[config.mk]
export PLATFORM = sky130hd
export DESIGN_NAME = ddr_cmd_legality
export DESIGN_NICKNAME = d
export VERILOG_FILES = /design/src/rtl/ddr_chk_pkg.sv /design/src/rtl/ddr_cmd_decode.sv /design/src/rtl/ddr_cmd_judge.sv /design/src/rtl/ddr_bank_fsm.sv /design/src/rtl/ddr_cmd_legality.sv
export SDC_FILE = /design/constraint.sdc
export NUM_CORES = 1
export LEC_CHECK = 0
export BUFFER_PORTS_ARGS = -buffer_cell sky130_fd_sc_hd__buf_2
export CAP_MARGIN = 5
export CORE_UTILIZATION = 55
export DETAILED_ROUTE_END_ITERATION = 12
export PLACE_DENSITY_LB_ADDON = 0.12
export SLEW_MARGIN = 15
export SYNTH_ARGS = -nofsm -noshare
export SYNTH_HDL_FRONTEND = slang
export SYNTH_HIERARCHICAL = 1
export SYNTH_SLANG_ARGS = --single-unit
[constraint.sdc]
create_clock -name clk_i -period 4.7 [get_ports clk_i]
set_clock_uncertainty 0.1 [all_clocks]
set_input_delay 0.47 -clock clk_i [delete_from_list [all_inputs] [get_ports clk_i]]
set_output_delay 0.47 -clock clk_i [all_outputs]
set_load 0.02 [all_outputs]
[src/rtl/ddr_chk_pkg.sv]
package ddr_chk_pkg;
  typedef enum logic [2:0] {
    BK_IDLE   = 3'd0,
    BK_ACTIVE = 3'd1,
    BK_READ   = 3'd2,
    BK_WRITE  = 3'd3,
    BK_PRECH  = 3'd4
  } bank_st_e;

  typedef enum logic [3:0] {
    C_CKE_LOW, C_DESEL, C_NOP, C_ACT, C_READ, C_WRITE,
    C_PRE, C_PALL, C_REF, C_MRS, C_BST
  } cmd_e;

  typedef enum logic [2:0] {
    A_NONE, A_ACT, A_READ, A_WRITE, A_PRE, A_STOP
  } bank_act_e;

  typedef enum logic [1:0] {
    V_LEGAL   = 2'b00,
    V_NOP     = 2'b01,
    V_ILLEGAL = 2'b10
  } verdict_e;

  localparam int unsigned ST_W = 3;
endpackage

[src/rtl/ddr_cmd_decode.sv]
module ddr_cmd_decode
  import ddr_chk_pkg::*;
(
  input  logic cke_i,
  input  logic cs_ni,
  input  logic ras_ni,
  input  logic cas_ni,
  input  logic we_ni,
  input  logic ap_i,
  output cmd_e cmd_o
);
  // pin table
  always_comb begin
    if (!cke_i) begin
      cmd_o = C_CKE_LOW;
    end else if (cs_ni) begin
      cmd_o = C_DESEL;
    end else begin
      case ({ras_ni, cas_ni, we_ni})
        3'b011:  cmd_o = C_ACT;
        3'b101:  cmd_o = C_READ;
        3'b100:  cmd_o = C_WRITE;
        3'b010:  cmd_o = ap_i ? C_PALL : C_PRE;
        3'b001:  cmd_o = C_REF;
        3'b000:  cmd_o = C_MRS;
        3'b110:  cmd_o = C_BST;
        default: cmd_o = C_NOP;
      endcase
    end
  end
endmodule

[src/rtl/ddr_cmd_judge.sv]
module ddr_cmd_judge
  import ddr_chk_pkg::*;
#(
  parameter  int NB  = 4,
  localparam int BAW = $clog2(NB)
) (
  input  cmd_e            cmd_i,
  input  logic [BAW-1:0]  ba_i,
  input  bank_st_e        st_i [NB],
  input  logic [NB-1:0]   ap_pend_i,
  output verdict_e        verdict_o,
  output bank_act_e       act_o [NB]
);
  logic     any_rd, any_wr, any_ap, rd_ap, all_idle;
  bank_st_e tgt_st;
  logic     tgt_ap;

  always_comb begin
    any_rd   = 1'b0;
    any_wr   = 1'b0;
    any_ap   = 1'b0;
    rd_ap    = 1'b0;
    all_idle = 1'b1;
    for (int b = 0; b < NB; b++) begin
      if (st_i[b] == BK_READ)  any_rd = 1'b1;
      if (st_i[b] == BK_WRITE) any_wr = 1'b1;
      if (st_i[b] != BK_IDLE)  all_idle = 1'b0;
      if (ap_pend_i[b])        any_ap = 1'b1;
      if (st_i[b] == BK_READ && ap_pend_i[b]) rd_ap = 1'b1;
    end
  end

  assign tgt_st = st_i[ba_i];
  assign tgt_ap = ap_pend_i[ba_i];

  always_comb begin
    verdict_o = V_ILLEGAL;
    for (int b = 0; b < NB; b++) act_o[b] = A_NONE;
    case (cmd_i)
      C_CKE_LOW: verdict_o = (any_rd || any_wr) ? V_ILLEGAL : V_LEGAL;
      C_DESEL, C_NOP: verdict_o = V_NOP;
      C_ACT: if (tgt_st == BK_IDLE) begin
        verdict_o    = V_LEGAL;
        act_o[ba_i]  = A_ACT;
      end
      C_READ: if (tgt_st == BK_ACTIVE ||
                  ((tgt_st == BK_READ || tgt_st == BK_WRITE) && !tgt_ap)) begin
        verdict_o    = V_LEGAL;
        act_o[ba_i]  = A_READ;
      end
      C_WRITE: if (tgt_st == BK_ACTIVE || (tgt_st == BK_WRITE && !tgt_ap)) begin
        verdict_o    = V_LEGAL;
        act_o[ba_i]  = A_WRITE;
      end
      C_PRE: if (tgt_st != BK_WRITE && !tgt_ap) begin
        verdict_o = V_LEGAL;
        if (tgt_st == BK_ACTIVE || tgt_st == BK_READ) act_o[ba_i] = A_PRE;
      end
      C_PALL: if (!any_wr && !any_ap) begin
        verdict_o = V_LEGAL;
        for (int b = 0; b < NB; b++)
          if (st_i[b] == BK_ACTIVE || st_i[b] == BK_READ) act_o[b] = A_PRE;
      end
      C_REF, C_MRS: if (all_idle) verdict_o = V_LEGAL;
      C_BST: if (any_rd && !rd_ap && !any_wr) begin
        verdict_o = V_LEGAL;
        for (int b = 0; b < NB; b++)
          if (st_i[b] == BK_READ) act_o[b] = A_STOP;
      end
      default: verdict_o = V_ILLEGAL;
    endcase
  end
endmodule

[src/rtl/ddr_bank_fsm.sv]
module ddr_bank_fsm
  import ddr_chk_pkg::*;
#(
  parameter int CW = 6
) (
  input  logic          clk_i,
  input  logic          rst_ni,
  input  bank_act_e     act_i,
  input  logic          ap_i,
  input  logic [CW-1:0] half_i,
  input  logic [CW-1:0] wrec_i,
  input  logic [CW-1:0] trp_i,
  output bank_st_e      st_o,
  output logic          ap_o
);
  bank_st_e      st_q, st_d;
  logic          ap_q, ap_d;
  logic [CW-1:0] cnt_q, cnt_d;

  always_comb begin
    st_d  = st_q;
    ap_d  = ap_q;
    cnt_d = cnt_q;
    case (act_i)
      A_ACT: st_d = BK_ACTIVE;
      A_READ: begin
        st_d  = BK_READ;
        ap_d  = ap_i;
        cnt_d = half_i;
      end
      A_WRITE: begin
        st_d  = BK_WRITE;
        ap_d  = ap_i;
        cnt_d = ap_i ? wrec_i : half_i; // recovery folded into the burst
      end
      A_PRE: begin
        st_d  = BK_PRECH;
        ap_d  = 1'b0;
        cnt_d = trp_i;
      end
      A_STOP: begin
        st_d  = BK_ACTIVE;
        ap_d  = 1'b0;
        cnt_d = '0;
      end
      default: begin
        if (st_q == BK_READ || st_q == BK_WRITE || st_q == BK_PRECH) begin
          if (cnt_q <= CW'(1)) begin
            if (st_q == BK_PRECH) begin
              st_d  = BK_IDLE;
              cnt_d = '0;
            end else if (ap_q) begin
              st_d  = BK_PRECH;
              ap_d  = 1'b0;
              cnt_d = trp_i;
            end else begin
              st_d  = BK_ACTIVE;
              cnt_d = '0;
            end
          end else begin
            cnt_d = cnt_q - CW'(1);
          end
        end
      end
    endcase
  end

  always_ff @(posedge clk_i or negedge rst_ni) begin
    if (!rst_ni) begin
      st_q  <= BK_IDLE;
      ap_q  <= 1'b0;
      cnt_q <= '0;
    end else begin
      st_q  <= st_d;
      ap_q  <= ap_d;
      cnt_q <= cnt_d;
    end
  end

  assign st_o = st_q;
  assign ap_o = ap_q;
endmodule

[src/rtl/ddr_cmd_legality.sv]
module ddr_cmd_legality
  import ddr_chk_pkg::*;
#(
  parameter  int NB  = 4,
  parameter  int BLW = 4,
  parameter  int TW  = 4,
  localparam int BAW = $clog2(NB),
  localparam int CW  = ((BLW > TW) ? BLW : TW) + 2
) (
  input  logic             clk_i,
  input  logic             rst_ni,
  input  logic             cke_i,
  input  logic             cs_ni,
  input  logic             ras_ni,
  input  logic             cas_ni,
  input  logic             we_ni,
  input  logic [BAW-1:0]   ba_i,
  input  logic             ap_i,
  input  logic [BLW-1:0]   burst_len_i,
  input  logic [TW-1:0]    t_wr_i,
  input  logic [TW-1:0]    t_rp_i,
  output logic [1:0]       verdict_o,
  output logic [NB*ST_W-1:0] bank_state_o
);
  cmd_e          cmd;
  bank_st_e      st [NB];
  logic [NB-1:0] ap_pend;
  bank_act_e     act [NB];
  verdict_e      verdict_d, verdict_q;

  logic [CW-1:0] half_raw, half, wrec, trp;

  assign half_raw = CW'(burst_len_i >> 1);
  assign half     = (half_raw == '0) ? CW'(1) : half_raw;
  assign wrec     = half + CW'(1) + CW'(t_wr_i);
  assign trp      = (t_rp_i == '0) ? CW'(1) : CW'(t_rp_i);

  ddr_cmd_decode u_decode (
    .cke_i  (cke_i),
    .cs_ni  (cs_ni),
    .ras_ni (ras_ni),
    .cas_ni (cas_ni),
    .we_ni  (we_ni),
    .ap_i   (ap_i),
    .cmd_o  (cmd)
  );

  ddr_cmd_judge #(.NB(NB)) u_judge (
    .cmd_i     (cmd),
    .ba_i      (ba_i),
    .st_i      (st),
    .ap_pend_i (ap_pend),
    .verdict_o (verdict_d),
    .act_o     (act)
  );

  for (genvar b = 0; b < NB; b++) begin : g_bank
    ddr_bank_fsm #(.CW(CW)) u_bank (
      .clk_i  (clk_i),
      .rst_ni (rst_ni),
      .act_i  (act[b]),
      .ap_i   (ap_i),
      .half_i (half),
      .wrec_i (wrec),
      .trp_i  (trp),
      .st_o   (st[b]),
      .ap_o   (ap_pend[b])
    );
    assign bank_state_o[b*ST_W +: ST_W] = st[b];
  end

  // verdict registered one cycle after the command
  always_ff @(posedge clk_i or negedge rst_ni) begin
    if (!rst_ni) verdict_q <= V_NOP;
    else         verdict_q <= verdict_d;
  end

  assign verdict_o = verdict_q;
endmodule

* After elaboration in Yosys (flattened, before gate mapping)
Index checks and enable logic that the tools add are counted.
** Word-level totals
- Word-level logic and storage cells :: 293
- Output and inout bits :: 14
- Register bits after elaboration :: 42
- Bits of input ports :: 22
** Cells by class
- Equality and inequality tests :: 60
- Bitwise gates (word level) :: 5
- Mux-type cells :: 115
- $add $sub $neg :: 6
- Reductions and logical operators :: 87
- Order comparisons :: 7
** Operator list (number)
- $pmux 6 s5 :: 4
- $mux 3 :: 28
- $mux 6 :: 12
- $pmux 12 s6 :: 1
- $eq 3x2->1 const B :: 20
- $reduce_bool 5->1 :: 12
- $mux 12 :: 4
- $pmux 3 s4 :: 4
- $eq 3x3->1 const B :: 15
- $reduce_bool 3->1 :: 12
- $mux 1 :: 34
- $eq 3x1->1 const B :: 10
- $mux 4 :: 7
- $pmux 4 s7 :: 1
- $reduce_or 2->1 :: 14
- $le 6x1->1 const B :: 4
- $sub 6x1->6 const B :: 4
- $mux 11 :: 2
- $pmux 2 s9 :: 1
- $logic_or 1x1->1 :: 17
- $eq 4x3->1 const B :: 4
- $mux 2 :: 8
- $reduce_and 2->1 :: 8
- $reduce_and 4->1 :: 4
- 23 further kinds :: 50

* Logic depth before layout (Yosys ltp)
- Word-level depth :: 15
- Depth in mapped cells :: 16
- Gate-level depth less buffers :: 14

* Hierarchy
The synthesis kept the hierarchy.
** By module, submodules not included
- ddr_bank_fsm (g_bank[3].u_bank) :: cells each 111, seq. area each 250.2 um^2, area an instance 967.2 um^2, instances 1
- ddr_bank_fsm (g_bank[0].u_bank) :: cells each 109, seq. area each 250.2 um^2, area an instance 952.2 um^2, instances 1
- ddr_bank_fsm (g_bank[1].u_bank) :: cells each 115, seq. area each 250.2 um^2, area an instance 939.7 um^2, instances 1
- ddr_bank_fsm (g_bank[2].u_bank) :: cells each 109, seq. area each 250.2 um^2, area an instance 922.1 um^2, instances 1
- ddr_cmd_judge :: cells each 101, seq. area each 0.0 um^2, area an instance 726.9 um^2, instances 1
- ddr_cmd_legality :: cells each 29, seq. area each 51.3 um^2, area an instance 217.7 um^2, instances 1
- ddr_cmd_decode :: cells each 12, seq. area each 0.0 um^2, area an instance 72.6 um^2, instances 1

* Least setup slack after synthesis
Ideal clock, no wire load.
- Path kind :: register to register
- Start point :: reg g_bank[0].u_bank.st_q[0]
- End point :: reg g_bank[2].u_bank.cnt_q[2]
- Data required time :: 4.466 ns
- Data arrival time :: 3.510 ns
- Cell stages (with the launch flop) :: 14
- Slack :: 0.956 ns
- Path buffers :: 3
- Clock period less this slack :: 3.744 ns
- Setup time :: 0.134 ns
- Cell sequence :: dfrtp_1 -> and4bb_1 -> or4_1 -> or4_1 -> buf_2 -> nor2b_1 -> o21ai_1 -> clkbuf_1 -> inv_1 -> ha_1 -> clkbuf_1 -> inv_1 -> a221oi_1 -> o31ai_1
** RTL lines
- start: declaration :: RTL line ddr_bank_fsm.sv:16 : bank_st_e st_q, st_d;
- start signal: assignment :: RTL line ddr_bank_fsm.sv:74 : st_q <= st_d;
- end signal: assignment :: RTL line ddr_bank_fsm.sv:76 : cnt_q <= cnt_d;
- end: declaration :: RTL line ddr_bank_fsm.sv:18 : logic [CW-1:0] cnt_q, cnt_d;

==> run summary <==
Timing
* 0.3116 — Max-slew headroom
* 0 — Pins Over Slew Limit
* 4251 ps — time the worst path needs with I/O delays and setup
* 449.2 ps — worst setup slack after layout
* false — setup repair after global routing missed its margin
* 1033 ps — slew at the pin with the worst max-slew slack
* 0.2352 GHz — Fmax achieved
* 0 — number of hold violations in the final report
* 0 — final count of negative-setup-slack endpoints
* 0.9044 — post-route clock period utilization
* 0 ps — TNS Setup

Final layout
* 687 — layout net count
* sky130_fd_sc_hd__nand2_1 (47), sky130_fd_sc_hd__conb_1 (41), sky130_fd_sc_hd__dfrtp_1 (41), sky130_fd_sc_hd__inv_1 (39) — most used cells in the layout excluding fill and tap cells
* 741 — number of fillers in the final layout
* 10.48% — Area growth, synth to finish
* sky130_fd_sc_hd__nand2_1 — most common library cell in the layout ignoring fill and taps
* 751 — number of cells in the finished layout apart from fillers
* 0 — Antenna Diode Count
* 0.1920 — layout cells sized above 1

GRT
* 43 — largest net degree at the start of global routing
* 0.3026 — Tot GR Track Use
* 4504 — vias in the first global route
* 0 — global route overflow
* 0 — initial antenna violation count
* 21.51 mm — wire length of the first global-routing pass

Worst setup path
* flop — element type at the critical path start
* 4800 ps — required time worst endpoint
* 10 — maximum net fanout on the critical path
* 4350 ps — arrival time at the worst endpoint
* flop to flop — Worst Path Class, Setup
* flop — Crit. End Element

Floorplanning
* 33 — floorplan row count
* 95.41 um — width of the chip
* 9102 um2 — die outline area
* 95.41 um — floorplan die height
* 0.5753 — initial standard-cell utilization of the core
* 8341 um2 — core box area
* 36 — io pins

Yosys
* 0.2193 — post-synthesis sequential area ratio
* 95 — library cells used by synthesis
* 1.000 — Async SR Flop Fraction
* 42 — register bit total from synthesis
* 8.188 um2 — mean post-synth cell area
* 4798 um2 — Post-Syn Area
* sky130_fd_sc_hd__dfrtp_1 (21%), sky130_fd_sc_hd__ha_1 (5.0%), sky130_fd_sc_hd__mux2_2 (3.8%) — most area-consuming cells after synthesis
* 0.2138 — area fraction of the dominant cell type after synthesis
* 6 — Synthesis Warnings
* 586 — gate count of the mapped netlist
* 0 — Post-synth EDFFs
* sky130_fd_sc_hd__dfrtp_1 — post-synthesis cell type with the largest combined area
* sky130_fd_sc_hd__dfrtp_1 — prevailing post-synth register cell

Clocking
* 0 — Post-CTS Setup Inserts
* 90 ps — CTS clock-pin slew for the worst setup and hold paths
* sky130_fd_sc_hd__clkbuf_8 — Root Buffer
* 300 ps — Clk Latency, worst-skew pair
* 2 — worst-case clock buffer depth
* 2 — H-tree levels
* 0 — number of instances resized during post-cts repair
* done — clock tree from TritonCTS
* 42 — total number of clock tree sinks
* 0 — Hold-fix buffers, CTS
* 5 — number of buffers inserted during clock tree synthesis

Detailed routing
* 17.69 um — drt wl/cell
* 6.510 — Avg Vias per Cell
* 0 — DRC violations left
* 310 — number of DRC markers after the initial detailed-route iteration
* 0 — count of nets left with antenna violations after detail routing
* 13.29 mm — WL final
* 5 — number of iterations in the first detailed-routing pass
* 4889 — total number of vias

Power and ir drop
* 0.490 — Logic pwr share
* 284.7 uV — worst voltage drop across the vdd grid
* 2.272 nW — Static Leakage
* 0.4208 — switching part of the total
* 0.7218 mW — sw power
* 0.170 — clock power share
* 1.715 mW — Total Power Consumption
* 0.9935 mW — Internal Pwr Total
* 0.339 — sequential group share of total power
* 323.6 nW/um2 — power per cell area

Min path
* input pin to asynchronous set/reset pin — worst min path class

Place
* 517.0 ps — worst setup slack after placement
* 9.561 mm — Detailed Place HPWL
* 34 — Port-buffer cells
* 0.9273 — final estimated routing congestion in global placement
* 743 — Placed Cells incl. Taps

Status
* finished, final reports clean — run status

Flow run
* 0 — number of maximum-capacitance violations

metrics by stage:
step	utilization	instance area, um2	hold WS (ps)
6_report	0.6356	5301	250.7
5_1_grt	0.6356	5301	333.1
4_1_cts	0.6356	5301	280.8
3_5_place_dp	0.6226	5192	394.4
3_3_place_gp	0.6226	5192	385.0
2_1_floorplan	-	4949	74.41
registers in the layout, summed over array words and instances, names as in the netlist:
register and flops:
g_bank.u_bank/st_o 12, g_bank.u_bank/cnt_q 24, g_bank.u_bank/ap_o 4, verdict_o 2
cells in the mapped netlist, types with 16 or more instances:
cell type / count
sky130_fd_sc_hd__nand2_1: 47
sky130_fd_sc_hd__nor3_1: 18
sky130_fd_sc_hd__ha_1: 19
sky130_fd_sc_hd__a21oi_1: 34
sky130_fd_sc_hd__inv_1: 39
sky130_fd_sc_hd__a221oi_1: 18
sky130_fd_sc_hd__clkbuf_1: 24
sky130_fd_sc_hd__a22oi_1: 17
sky130_fd_sc_hd__o21ai_0: 23
sky130_fd_sc_hd__mux2_2: 16
sky130_fd_sc_hd__nor2_1: 33
sky130_fd_sc_hd__o31ai_1: 22
sky130_fd_sc_hd__dfrtp_1: 41
critical path: stages (launching register included):
cell	delay, ps
sky130_fd_sc_hd__dfrtp_1	520
sky130_fd_sc_hd__and4bb_1	260
sky130_fd_sc_hd__or4_1	540
sky130_fd_sc_hd__or4_1	660
sky130_fd_sc_hd__o21ba_1	240
sky130_fd_sc_hd__o32ai_1	400
sky130_fd_sc_hd__inv_1	180
sky130_fd_sc_hd__ha_1	460
sky130_fd_sc_hd__clkinv_1	290
sky130_fd_sc_hd__o21ai_0	170
sky130_fd_sc_hd__a21oi_1	80
sky130_fd_sc_hd__o31ai_1	260
cell type report:
class | instances | area (um2) | area share
inverter | 40 | 150.1 | 0.02832
clock buffer | 5 | 68.82 | 0.01298
tap | 105 | 131.4 | 0.02478
timing repair buffer | 49 | 282.8 | 0.05334
clock inverter | 3 | 40.04 | 0.007553
sequential | 42 | 1052 | 0.1985
multi-input combinational | 507 | 3576 | 0.6745
power by group through the flow:
stage / clock (mW) / sequential (mW) / combinational, mW
global placement: 0 / 0.576 / 0.797
floorplan: 0 / 0.563 / 0.667
detailed placement: 0 / 0.586 / 0.830
global route: 0.316 / 0.600 / 0.926
finish: 0.292 / 0.582 / 0.841
CTS: 0.302 / 0.578 / 0.836
path summary, 6_finish.rpt:
kind	cells after the start	to	slack, ps	start
max in group asynchronous	1	g_bank[2].u_bank/st_o[2]	3620	rst_ni
hold reg to reg	2	g_bank[0].u_bank/cnt_q[1]	410	g_bank[0].u_bank/cnt_q[1]
setup / recovery	11	g_bank[0].u_bank/cnt_q[0]	450	g_bank[0].u_bank/st_o[0]
min in group clk_i	2	g_bank[0].u_bank/cnt_q[1]	410	g_bank[0].u_bank/cnt_q[1]
setup reg to reg	11	g_bank[0].u_bank/cnt_q[0]	450	g_bank[0].u_bank/st_o[0]
hold / removal	1	g_bank[3].u_bank/st_o[2]	250	rst_ni
logic make-up (layout without fill, tap and decap cells):
logic type | count (synthesis) | after routing | synth area share
flip-flops | 42 | 42 | 0.2193
buffers and inverters | 77 | 97 | 0.06675
AO/OA/AOI/OAI | 194 | 194 | 0.2999
other | 1 | 41 | 0.0007815
multiplexers | 33 | 33 | 0.08449
adder cells (fa/ha/maj) | 20 | 20 | 0.05372
XOR/XNOR | 11 | 11 | 0.02008
AND/OR/NAND/NOR | 208 | 208 | 0.2550
routing by layer:
layer	GRT usage	vias up	part of all wire
li1	-	2298	-
met1	0.4030	2352	0.44
met2	0.4911	198	0.46
met3	0.04386	41	0.063
met4	0.1231	0	0.030
met5	0	-	0
(Power assumes the default switching activity.)
